## config.mk

```make
export PLATFORM = sky130hd
export DESIGN_NAME = excEscalator
export DESIGN_NICKNAME = d
export VERILOG_FILES = /design/src/rtl/excEscPkg.sv /design/src/rtl/excVecClass.sv /design/src/rtl/excEscCtrl.sv /design/src/rtl/excEscDatapath.sv /design/src/rtl/excEscalator.sv
export SDC_FILE = /design/constraint.sdc
export NUM_CORES = 1
export LEC_CHECK = 0
export BUFFER_PORTS_ARGS = -buffer_cell sky130_fd_sc_hd__buf_2
export CAP_MARGIN = 20
export CORE_MARGIN = 4
export CORE_UTILIZATION = 48
export CTS_CLUSTER_SIZE = 12
export DETAILED_ROUTE_END_ITERATION = 16
export PLACE_DENSITY = 0.77
export SYNTH_ARGS = -nofsm -noshare
export SYNTH_HDL_FRONTEND = slang
export SYNTH_SLANG_ARGS = --single-unit
```

## constraint.sdc

```tcl
create_clock -name clk -period 2.8 [get_ports clk]
set_input_delay 0.84 -clock clk [delete_from_list [all_inputs] [get_ports clk]]
set_output_delay 0.84 -clock clk [all_outputs]
set_load 0.005 [all_outputs]
```

## src/rtl/excEscPkg.sv

```systemverilog
package excEscPkg;

  typedef enum logic [1:0] {
    CLS_OTHER = 2'd0,
    CLS_SEG   = 2'd1,
    CLS_PF    = 2'd2,
    CLS_DF    = 2'd3
  } vecCls_e;

  typedef struct packed {
    logic dispOwn;    // dispatch the new vector unchanged
    logic escalate;   // dispatch the double-fault vector instead
    logic enterHalt;  // fault during double-fault delivery
    logic clearTrk;   // completion ends the tracked delivery
    logic loadExt;    // outside delivery becomes tracked
  } ctrlStrb_t;

endpackage

```

## src/rtl/excVecClass.sv

```systemverilog
module excVecClass
  import excEscPkg::*;
#(
  parameter int VEC_W  = 8,
  parameter int DF_VEC = 8,
  parameter int PF_VEC = 14,
  parameter int SEG_LO = 10,
  parameter int SEG_HI = 13
) (
  input  logic [VEC_W-1:0] vec,
  output vecCls_e          cls
);

  localparam logic [VEC_W-1:0] DF_V = VEC_W'(DF_VEC);
  localparam logic [VEC_W-1:0] PF_V = VEC_W'(PF_VEC);
  localparam logic [VEC_W-1:0] LO_V = VEC_W'(SEG_LO);
  localparam logic [VEC_W-1:0] HI_V = VEC_W'(SEG_HI);

  always_comb begin
    if (vec == DF_V)                      cls = CLS_DF;
    else if (vec == PF_V)                 cls = CLS_PF;
    else if (vec >= LO_V && vec <= HI_V)  cls = CLS_SEG;
    else                                  cls = CLS_OTHER;
  end

endmodule

```

## src/rtl/excEscCtrl.sv

```systemverilog
module excEscCtrl
  import excEscPkg::*;
(
  input  logic      clk,
  input  logic      rstN,
  input  logic      newValid,
  input  logic      deliverBusy,
  input  logic      deliverDone,
  input  logic      ctxActive,
  input  vecCls_e   ctxCls,
  input  vecCls_e   newCls,
  output ctrlStrb_t strb,
  output logic      halted
);

  logic haltedQ;
  logic accept;
  logic anyDisp;

  assign accept = newValid && !haltedQ;

  always_comb begin
    strb = '0;
    if (accept) begin
      if (!ctxActive) begin
        strb.dispOwn = 1'b1;
      end else begin
        case (ctxCls)
          CLS_DF:  strb.enterHalt = 1'b1;
          CLS_SEG,
          CLS_PF: begin
            if (newCls == CLS_PF) strb.dispOwn  = 1'b1;
            else                  strb.escalate = 1'b1;
          end
          default: strb.dispOwn = 1'b1;
        endcase
      end
    end
    anyDisp       = strb.dispOwn || strb.escalate;
    strb.clearTrk = !haltedQ && deliverDone && !anyDisp;
    strb.loadExt  = !haltedQ && deliverBusy && !deliverDone && !anyDisp;
  end

  always_ff @(posedge clk) begin
    if (!rstN) haltedQ <= 1'b0;
    else if (strb.enterHalt) haltedQ <= 1'b1;
  end

  assign halted = haltedQ;

  // once halted, only reset releases the block
  a_r8_halt_sticky: assert property (@(posedge clk) disable iff (!rstN)
    haltedQ |=> haltedQ);

  // at most one outcome per new exception
  a_r9_strobe_excl: assert property (@(posedge clk) disable iff (!rstN)
    $onehot0({strb.dispOwn, strb.escalate, strb.enterHalt}));

  // nothing is accepted while halted
  a_r8_no_accept_halted: assert property (@(posedge clk) disable iff (!rstN)
    haltedQ |-> !(strb.dispOwn || strb.escalate || strb.loadExt || strb.clearTrk));

endmodule

```

## src/rtl/excEscDatapath.sv

```systemverilog
module excEscDatapath
  import excEscPkg::*;
#(
  parameter int VEC_W  = 8,
  parameter int DF_VEC = 8,
  parameter int PF_VEC = 14,
  parameter int SEG_LO = 10,
  parameter int SEG_HI = 13
) (
  input  logic             clk,
  input  logic             rstN,
  input  logic             deliverBusy,
  input  logic [VEC_W-1:0] deliverVec,
  input  logic             newValid,
  input  logic [VEC_W-1:0] newVec,
  input  logic             halted,
  input  ctrlStrb_t        strb,
  output logic             ctxActive,
  output vecCls_e          ctxCls,
  output vecCls_e          newCls,
  output logic             dispValid,
  output logic [VEC_W-1:0] dispVec,
  output logic             doubleFault
);

  localparam int NUM_CLS = 2;
  localparam logic [VEC_W-1:0] DF_V = VEC_W'(DF_VEC);
  localparam logic [VEC_W-1:0] PF_V = VEC_W'(PF_VEC);

  logic             trkActive;
  logic [VEC_W-1:0] trkVec;
  logic [VEC_W-1:0] ctxVec;
  logic [VEC_W-1:0] selVec;
  logic             dispValidQ;
  logic [VEC_W-1:0] dispVecQ;
  logic             dfQ;

  logic [VEC_W-1:0] clsIn  [NUM_CLS];
  vecCls_e          clsOut [NUM_CLS];

  // outside indication overrides the tracked delivery
  assign ctxVec    = deliverBusy ? deliverVec : trkVec;
  assign ctxActive = deliverBusy || trkActive;

  assign clsIn[0] = ctxVec;
  assign clsIn[1] = newVec;

  for (genvar gi = 0; gi < NUM_CLS; gi++) begin : g_cls
    excVecClass #(
      .VEC_W (VEC_W),
      .DF_VEC(DF_VEC),
      .PF_VEC(PF_VEC),
      .SEG_LO(SEG_LO),
      .SEG_HI(SEG_HI)
    ) i_cls (
      .vec(clsIn[gi]),
      .cls(clsOut[gi])
    );
  end

  assign ctxCls = clsOut[0];
  assign newCls = clsOut[1];

  assign selVec = strb.escalate ? DF_V : newVec;

  // delivery tracker: a dispatch wins over completion and outside load
  always_ff @(posedge clk) begin
    if (!rstN) begin
      trkActive <= 1'b0;
      trkVec    <= '0;
    end else if (strb.dispOwn || strb.escalate) begin
      trkActive <= 1'b1;
      trkVec    <= selVec;
    end else if (strb.clearTrk) begin
      trkActive <= 1'b0;
    end else if (strb.loadExt) begin
      trkActive <= 1'b1;
      trkVec    <= deliverVec;
    end
  end

  always_ff @(posedge clk) begin
    if (!rstN) begin
      dispValidQ <= 1'b0;
      dispVecQ   <= '0;
      dfQ        <= 1'b0;
    end else begin
      dispValidQ <= strb.dispOwn || strb.escalate;
      dfQ        <= strb.escalate;
      if (strb.dispOwn || strb.escalate) dispVecQ <= selVec;
    end
  end

  assign dispValid   = dispValidQ;
  assign dispVec     = dispVecQ;
  assign doubleFault = dfQ;

  // escalation flag only with a dispatch of the double-fault vector
  a_r9_df_with_vec8: assert property (@(posedge clk) disable iff (!rstN)
    doubleFault |-> (dispValid && dispVec == DF_V));

  // idle-time exception passes through unchanged
  a_r2_idle_pass: assert property (@(posedge clk) disable iff (!rstN)
    (newValid && !halted && !ctxActive) |=>
      (dispValid && !doubleFault && dispVec == $past(newVec)));

  // segment context escalates anything but a page fault
  a_r3_seg_escalate: assert property (@(posedge clk) disable iff (!rstN)
    (newValid && !halted && ctxActive && ctxCls == CLS_SEG && newVec != PF_V) |=>
      (doubleFault && dispVec == DF_V));

  // page fault during page-fault delivery never escalates
  a_r6_pf_pair: assert property (@(posedge clk) disable iff (!rstN)
    (newValid && !halted && ctxActive && ctxCls == CLS_PF && newVec == PF_V) |=>
      (dispValid && !doubleFault && dispVec == PF_V));

  // no dispatch once halted
  a_r8_no_disp_halted: assert property (@(posedge clk) disable iff (!rstN)
    halted |-> !dispValid);

endmodule

```

## src/rtl/excEscalator.sv

```systemverilog
module excEscalator
  import excEscPkg::*;
#(
  parameter int VEC_W  = 8,
  parameter int DF_VEC = 8,
  parameter int PF_VEC = 14,
  parameter int SEG_LO = 10,
  parameter int SEG_HI = 13
) (
  input  logic             clk,
  input  logic             rstN,
  input  logic             deliverBusy,
  input  logic [VEC_W-1:0] deliverVec,
  input  logic             newValid,
  input  logic [VEC_W-1:0] newVec,
  input  logic             deliverDone,
  output logic             dispValid,
  output logic [VEC_W-1:0] dispVec,
  output logic             doubleFault,
  output logic             shutdown
);

  ctrlStrb_t strb;
  logic      halted;
  logic      ctxActive;
  vecCls_e   ctxCls;
  vecCls_e   newCls;

  excEscCtrl i_ctrl (
    .clk        (clk),
    .rstN       (rstN),
    .newValid   (newValid),
    .deliverBusy(deliverBusy),
    .deliverDone(deliverDone),
    .ctxActive  (ctxActive),
    .ctxCls     (ctxCls),
    .newCls     (newCls),
    .strb       (strb),
    .halted     (halted)
  );

  excEscDatapath #(
    .VEC_W (VEC_W),
    .DF_VEC(DF_VEC),
    .PF_VEC(PF_VEC),
    .SEG_LO(SEG_LO),
    .SEG_HI(SEG_HI)
  ) i_dp (
    .clk        (clk),
    .rstN       (rstN),
    .deliverBusy(deliverBusy),
    .deliverVec (deliverVec),
    .newValid   (newValid),
    .newVec     (newVec),
    .halted     (halted),
    .strb       (strb),
    .ctxActive  (ctxActive),
    .ctxCls     (ctxCls),
    .newCls     (newCls),
    .dispValid  (dispValid),
    .dispVec    (dispVec),
    .doubleFault(doubleFault)
  );

  assign shutdown = halted;

endmodule

```

==> results.ini, run 1 <==
[outcome]
outcome=finished clean

[global_route]
track_usage_pct=18.65
grt_start_max_net_pins=20
grt_pass1_wl_um=3684
grt_antenna_before_repair=0
first_global_vias=786
overflow=0

[sta]
hold_violations=0
relSlewSlack_pct=65.87
setup_viol=0
fmax_mhz=427.4
fin_crit_ps=2340
tns_ps=0
rsz0062_at_grt=no
maxSlewViolCount=0
tightest_slew_ps=508.8
finalClockSkew_ps=1.087
period_share_pct=83.56
hold_ws_ps=460.7

[worst_setup_path]
worstPathArrival_ps=2540
crit_type=in -> reg
rrSetupSlack_ps=780
startpoint=deliverVec[1]
worstReg2RegStart=i_dp.trkVec[0]
endpoint_kind=flip-flop
timing.rr.end=i_dp.trkVec[0]
reg2reg_depth=6
cp_max_fo=10
start_kind=primary input
cp-endpoint=i_dp.trkVec[0]
cp.required_ps=3000

[drt]
wl_per_cell_um=14.26
first_pass_iters=4
detail-route-antenna-nets=0
drt_iter0_markers=44
drc_errors=0
dr_total_vias=960
via_per_inst=5.854
wirelength_um=2338

[logic_synthesis]
synth_seq_cells=20
ys_types=32
ys_seq_area_share_pct=43.54
synth_area_sq_um=919.6
synthesis.nets=127
synth_cells=106
yosysWarnings=0
syn_avg_cell_area_sq_um=8.676

[finish]
n_fill_cell=168
drive_gt1_share_pct=30.94
nNetsFinal=162
final_common_cell=buf_2
final_cell_mix=31 x buf_2, 20 x dfxtp_1, 10 x nand2_1, 9 x nand3_1, 9 x a21oi_1
synthToLayoutAreaGrowth_pct=23.40
diodes=0

[hold_path]
holdCritPathClass=reg -> reg

[run]
cap_viol_max_count=0

[clocking]
insertion_delay_ps=290
cts_resized=0
clk_pin_slew_ps=100
numCtsBuffers=3
clkSinkCount=20
ctsHoldBuffers=0
clk_path_buf_depth=2
cts-htree-levels=1
postCtsSetupBuffers=0
cts_tree=done
cts_root_buf=clkbuf_4

[pwr]
powerDensity_nw_per_um2=491.4
seqPwrFrac_pct=56.6
p_comb_share_pct=20.3
ir_worst_vdd_mv=0.3535
totalPowerFinal_uw=557.7
swShare_pct=27.32
clkPwrFrac_pct=23.2
leakage_nw=0.4816
intPower_uw=405.3
p_sw_uw=152.4

[place]
place_congestion=0.9378
numPortBuffers=31
hpwlAfterDp_um=1789

[die]
io_pins=32
chipWidth_um=51.77
start_util_pct=52.13
core_sq_um=1764
die_y_um=51.77
num_rows=15
dieArea_sq_um=2680

==> registers in the layout, indices dropped and copies added (netlist names) <==
signal,flops
i_dp.dispValid,1
i_dp.dispVec,8
i_dp.doubleFault,1
i_ctrl.halted,1
i_dp.trkActive,1
i_dp.trkVec,8
==> power by group through the flow <==
stage                     registers [mW]  clock network (mW)  logic (mW)
after floorplan                    0.321                   0      0.0684
after detailed placement           0.322                   0       0.112
after global routing               0.318               0.146       0.126
final                              0.315               0.129       0.113
after CTS                          0.315               0.135       0.113
after global placement             0.321                   0       0.111
==> synthesized netlist by cell type <==
cell type	instances	area share, %
a211oi_1	1	0.82
a21boi_0	1	0.82
a21oi_1	9	4.9
a221oi_1	3	2.9
a221oi_2	3	4.9
a22o_1	2	1.9
a22oi_1	1	0.82
a31oi_1	7	4.8
and3_1	2	1.4
buf_2	1	0.54
buf_4	1	0.82
clkbuf_1	3	1.2
clkinv_1	3	1.2
dfxtp_1	20	44
mux2i_1	1	1.1
nand2_1	10	4.1
nand3_1	9	4.9
nand3b_1	1	0.82
nand4_1	2	1.4
nor2_1	4	1.6
nor2b_1	2	1.4
nor3_1	1	0.54
nor3b_1	1	0.82
nor4_1	2	1.4
o21a_1	2	1.6
o21ai_0	5	2.7
o21ai_1	4	2.2
o21ai_2	1	0.95
o221a_2	1	1.2
o32ai_1	1	0.95
or4_1	1	0.82
or4b_1	1	1.1
==> through the flow <==
stage	util (%)	cells	cell area, sq um	setup WS (ps)
5_1_grt	64.33	164	1135	382.0
3_3_place_gp	63.05	161	1112	252.4
4_1_cts	64.33	164	1135	501.2
2_1_floorplan	-	106	919.6	457.4
3_5_place_dp	63.05	161	1112	198.0
6_report	64.33	164	1135	460.3
==> kinds of logic after synthesis <==
group,synth area share [%]
flip-flops,43.54
buffers and inverters,3.809
multiplexers,1.088
AND/OR/NAND/NOR,20.14
AO/OA/AOI/OAI,31.43
==> worst max-delay path: stages <==
cell,delay (ps)
buf_2,120
or4b_1,550
a22o_1,250
o21ai_2,220
buf_4,220
o21ai_1,100
a221oi_2,240
==> area by class of cell <==
class / count / area [sq um] / share of cell area [%]
multi-input combinational: 78 / 484.2 / 42.67
sequential: 20 / 400.4 / 35.28
timing repair buffer: 35 / 185.2 / 16.32
tap: 25 / 31.28 / 2.756
clock buffer: 3 / 22.52 / 1.985
inverter: 3 / 11.26 / 0.9923
==> worst min path at each step <==
stage               depth (start not counted)  slack (ps)         endpoint       startpoint
finish                                      2         460  i_dp.dispVec[7]  i_dp.dispVec[7]
global placement                            2         440  i_dp.dispVec[7]  i_dp.dispVec[7]
global route                                2         490  i_dp.dispVec[5]  i_dp.dispVec[5]
floorplan                                   2         450  i_dp.dispVec[0]  i_dp.dispVec[0]
detailed placement                          2         450  i_dp.dispVec[5]  i_dp.dispVec[5]
CTS                                         2         470  i_dp.dispVec[5]  i_dp.dispVec[5]
==> routing by layer <==
layer | up-vias | track usage, % | part of all wire [%]
met5 | - | 0 | 0
met1 | 441 | 27.96 | 45
met4 | 0 | 6.550 | 0.73
met2 | 42 | 26.06 | 45
li1 | 475 | - | -
met3 | 2 | 3.725 | 9.6
Note: power is estimated with default switching activity, not from simulation.
==> run 2, diff against run 1 <==
- CORE_UTILIZATION: 48 -> 43
- PLACE_DENSITY: 0.77 -> 0.73
- clock period: 2.8 -> 2 ns (I/O delays scaled with it)
==> run 2 against run 1 <==
Effect of this change: sequential cell count did not move; clock power rose to 2.6 times the previous value; non-clock buffer count rose by 13; via count rose by 6.8%; routed wire length rose by 14%; largest power group unchanged; highest routed layer unchanged.
==> results.ini, run 2 (synthesis gave the netlist of run 1 again) <==
[die]
chipWidth_um=54.25
dieArea_sq_um=2943
start_util_pct=45.94
die_y_um=54.25
num_rows=16
core_sq_um=2002
io_pins=32

[place]
numPortBuffers=31
pre_cts_ws_ps=-259.8
place_congestion=0.8700
hpwlAfterDp_um=1961

[sta]
maxSlewViolCount=0
fin_crit_ps=1942
setup_viol=0
period_share_pct=97.08
rsz0062_at_grt=no
relSlewSlack_pct=69.41
hold_ws_ps=464.3
hold_violations=0
tightest_slew_ps=457.5
fmax_mhz=515.1
finalClockSkew_ps=8.218
fin_ws_ps=58.46

[drt]
wirelength_um=2676
wl_per_cell_um=14.87
drc_errors=0
drt_iter0_markers=29
dr_total_vias=1025
detail-route-antenna-nets=0
first_pass_iters=4
via_per_inst=5.694

[finish]
nNetsFinal=175
drive_gt1_share_pct=45.75
final_cell_mix=31 x buf_2, 19 x dfxtp_1, 13 x buf_4, 10 x nand2_1, 9 x nand3_1
n_fill_cell=167
diodes=0
synthToLayoutAreaGrowth_pct=45.03
final_common_cell=buf_2

[global_route]
met3_usage_pct=4.632
busiest_layer=met2
grt_start_max_net_pins=13
grt_antenna_before_repair=0
grt_pass1_wl_um=3870
track_usage_pct=18.45
grtUsageMet2_pct=32.07
first_global_vias=941
overflow=0
gr-usage-met1_pct=20.74

[clocking]
insertion_delay_ps=320
cts-htree-levels=1
clk_pin_slew_ps=120
cts_tree=done
clk_path_buf_depth=2
ctsHoldBuffers=0
numCtsBuffers=3
clkSinkCount=20
cts_root_buf=clkbuf_4

[hold_path]
holdCritPathClass=reg -> reg

[worst_setup_path]
cp_cell_sequence=buf_6 -> or4b_4 -> a22o_1 -> o21ai_2 -> buf_6 -> buf_6 -> nand2_1 -> a21oi_2
endpoint_kind=flip-flop
cp.required_ps=2260
slowest_stage=or4b_4
worstPathArrival_ps=2200
slowest_delay_ps=530
crit_path_frequent_cell=buf_6
cp_max_fo=6
start_kind=primary input
crit_type=in -> reg

[run]
cap_viol_max_count=0

[pwr]
ir_worst_vdd_mv=0.5417
leakage_nw=0.5718
powerDensity_nw_per_um2=738.8

[outcome]
outcome=finished clean

==> run 2: through the flow <==
| stage | utilization, % | power (mW) | setup TNS, ps | std cells | instance area (sq um) |
|---|---|---|---|---|---|
| 6_report | 66.63 | 0.9855 | 0 | 180 | 1334 |
| 5_1_grt | 66.63 | 1.027 | 0 | 180 | 1334 |
| 4_1_cts | 61.50 | 0.9546 | 0 | 175 | 1231 |
| 3_5_place_dp | 58.88 | 0.6205 | -3362 | 171 | 1179 |
| 3_3_place_gp | 58.88 | 0.6148 | -2512 | 171 | 1179 |
| 2_1_floorplan | - | 0.5474 | -209.9 | 106 | 930.9 |
==> run 2: area by class of cell <==
type                       count  area, sq um  share of cell area, %
clock buffer                   3        22.52                  1.689
inverter                       3        11.26                 0.8443
timing repair buffer          48        297.8                  22.33
tap                           27        33.78                  2.533
multi-input combinational     78        536.8                  40.24
sequential                    20        401.6                  30.11
clock inverter                 1        30.03                  2.251
==> run 2: timing repair <==
action                     CTS  global route
setup buffers                0             4
resized for setup            0            21
setup endpoints to repair    0            11
==> run 2: report_power, final <==
group,switching [mW],internal [mW]
Combinational,0.103,0.0985
Sequential,0.0165,0.427
Clock,0.137,0.203
==> run 2: final timing paths <==
path | from | end | slack [ps] | cells past startpoint
worst max register to register | i_dp.trkVec[0] | i_dp.dispVec[0] | 110 | 7
worst min-delay path | i_dp.dispVec[6] | i_dp.dispVec[6] | 460 | 2
worst max-delay path | deliverVec[2] | i_dp.dispVec[0] | 60 | 8
worst min register to register | i_dp.dispVec[6] | i_dp.dispVec[6] | 460 | 2
==> run 2: per-layer routing <==
layer  up-vias  wire (um)
met2        34       1343
met1       485       1134
met3         6        157
li1        500          -
met4         0         40
met5         -          0
==> run 2: worst max-delay path, delay by kind of cell <==
family,cells,cell delay (ps)
AOI/OAI and AO/OA,3,630
and+or+nand+nor,2,590
buffers and inverters,3,370
==> run 3, diff against run 2 <==
- ABC_AREA: unset -> 1
- CORE_UTILIZATION: 43 -> 30
- PLACE_DENSITY: 0.73 -> unset
==> run 3 against run 2 <==
Effect of this change: routed wire length rose by 7.4%; power shrank 2.9%; combinational power is essentially flat; non-clock buffer count decreased by 6; clock power decreased by 6.8%; global-route usage down 6.2 points; cell area grew 9.9%; critical endpoint is now i_dp.trkVec[1].
==> results.ini, run 3 <==
[drt]
via_per_inst=4.295
dr_total_vias=1164
wirelength_um=2875
detail-route-antenna-nets=0
drc_errors=0
first_pass_iters=4
drt_iter0_markers=35
wl_per_cell_um=10.61

[pwr]
intPower_uw=686.4
p_sw_uw=270.9
ir_worst_vdd_mv=0.4920
p_comb_share_pct=21.3
clkPwrFrac_pct=33.1
seqPwrFrac_pct=45.6
powerDensity_nw_per_um2=652.8
totalPowerFinal_uw=957.3
leakage_nw=0.7733
swShare_pct=28.30

[die]
start_util_pct=31.28
die_y_um=70.25
dieArea_sq_um=4934
chipWidth_um=70.25
num_rows=22
io_pins=32
core_sq_um=3716

[sta]
tightest_slew_ps=471.3
fin_crit_ps=1659
finalClockSkew_ps=3.175
hold_violations=0
maxSlewViolCount=0
rsz0062_at_grt=no
relSlewSlack_pct=68.55
setup_viol=0
tns_ps=0
period_share_pct=82.96
fmax_mhz=602.7

[worst_setup_path]
start_kind=primary input
cp.required_ps=2210
cp_max_fo=9
endpoint_kind=flip-flop
worstPathArrival_ps=1870
crit_type=in -> reg

[clocking]
postCtsSetupBuffers=0
cts-htree-levels=1
cts_resized=0
numCtsBuffers=3
cts_root_buf=clkbuf_8
ctsHoldBuffers=0
clkSinkCount=20
cts_tree=done
insertion_delay_ps=260
clk_path_buf_depth=2
clk_pin_slew_ps=80

[logic_synthesis]
synth_cells=183
synth_common_cells=46 x nand2_1, 37 x nor2_1, 24 x inv_1, 20 x dfxtp_1, 13 x nand3_1
yosysWarnings=0
synthDominantCellAreaShare_pct=34.45
syn_avg_cell_area_sq_um=6.352
netlist_top_cells_area=dfxtp_1 34%, nand2_1 15%, nor2_1 12%
synth_ff_type=dfxtp_1
ys_types=19
synth_edf_count=0
synth_area_sq_um=1162
synthesis.nets=204
synth_seq_cells=20
ys_seq_area_share_pct=34.45
yosysTopAreaCell=dfxtp_1
async_flop_share_pct=0
synth.most_common_cell=nand2_1

[place]
hpwlAfterDp_um=2228
place_congestion=0.9041
placed_cell_area_sq_um=1411
numPortBuffers=31

[run]
cap_viol_max_count=0

[finish]
synthToLayoutAreaGrowth_pct=26.16
nNetsFinal=245
fin_area_sq_um=1466
final_cell_mix=46 x nand2_1, 37 x nor2_1, 31 x buf_2, 24 x inv_1, 20 x dfxtp_1
final_common_cell=nand2_1
diodes=0
drive_gt1_share_pct=28.70

[global_route]
grt_start_max_net_pins=12
first_global_vias=1122
overflow=0
grt_pass1_wl_um=4961
track_usage_pct=12.23
grt_antenna_before_repair=0

[outcome]
outcome=finished clean

[hold_path]
holdCritPathClass=reg -> reg

-- run 3: metal layers --
| layer | GRT usage, % | up-vias | share of wire, % |
|---|---|---|---|
| met5 | 0 | - | 0 |
| met3 | 3.885 | 4 | 5.5 |
| li1 | - | 637 | - |
| met1 | 16.13 | 494 | 50 |
| met4 | 3.191 | 0 | 1.0 |
| met2 | 19.13 | 29 | 43 |
-- run 3: logic make-up (layout without fill, tap and decap cells) --
logic type,Yosys count,after routing,synth area share [%]
AND/OR/NAND/NOR,110,110,40.37
buffers and inverters,33,73,13.99
AO/OA/AOI/OAI,20,20,11.20
flip-flops,20,20,34.45
-- run 3: final timing paths --
kind / depth (start not counted) / to / start / slack, ps
setup / recovery: 13 / i_dp.trkVec[1] / deliverBusy / 340
hold / removal: 2 / i_dp.dispVec[3] / i_dp.dispVec[3] / 470
setup reg to reg: 12 / i_dp.trkVec[1] / i_dp.trkVec[2] / 560
hold reg to reg: 2 / i_dp.dispVec[3] / i_dp.dispVec[3] / 470
-- run 3: through the flow --
stage / hold WS [ps] / setup slack (ps) / util [%] / std cells
CTS: 472.8 / 318.0 / 39.46 / 271
global placement: 459.8 / 62.61 / 37.98 / 267
finish: 471.8 / 340.8 / 39.46 / 271
floorplan: 466.7 / 351.8 / - / 183
global route: 495.6 / 139.9 / 39.46 / 271
detailed placement: 459.6 / 52.11 / 37.98 / 267
-- run 3: cell type report --
| cell class | count | area (sq um) |
|---|---|---|
| fillers | 423 | 2250 |
| multi-input cells | 130 | 599.3 |
| flip-flops and latches | 20 | 400.4 |
| repair buffers | 42 | 250.2 |
| inverters | 27 | 101.3 |
| well taps | 48 | 60.06 |
| clock buffers | 4 | 55.05 |
-- run 3: worst max-delay path, cell delays in order --
cell and delay (ps):
buf_2 100, buf_4 150, nand2_1 60, nand2_1 60
nand2_1 80, nor2_2 110, nand3_1 90, nand2_2 150
inv_2 90, buf_12 140, nor2_1 90, nor2_1 60
nor2_1 80
-- run 3: power groups by stage --
stage | Combinational (mW) | Clock, mW | Sequential (mW)
after floorplan | 0.132 | 0 | 0.446
after global routing | 0.233 | 0.339 | 0.440
after global placement | 0.205 | 0 | 0.446
after CTS | 0.205 | 0.329 | 0.437
after detailed placement | 0.204 | 0 | 0.446
final | 0.204 | 0.317 | 0.436
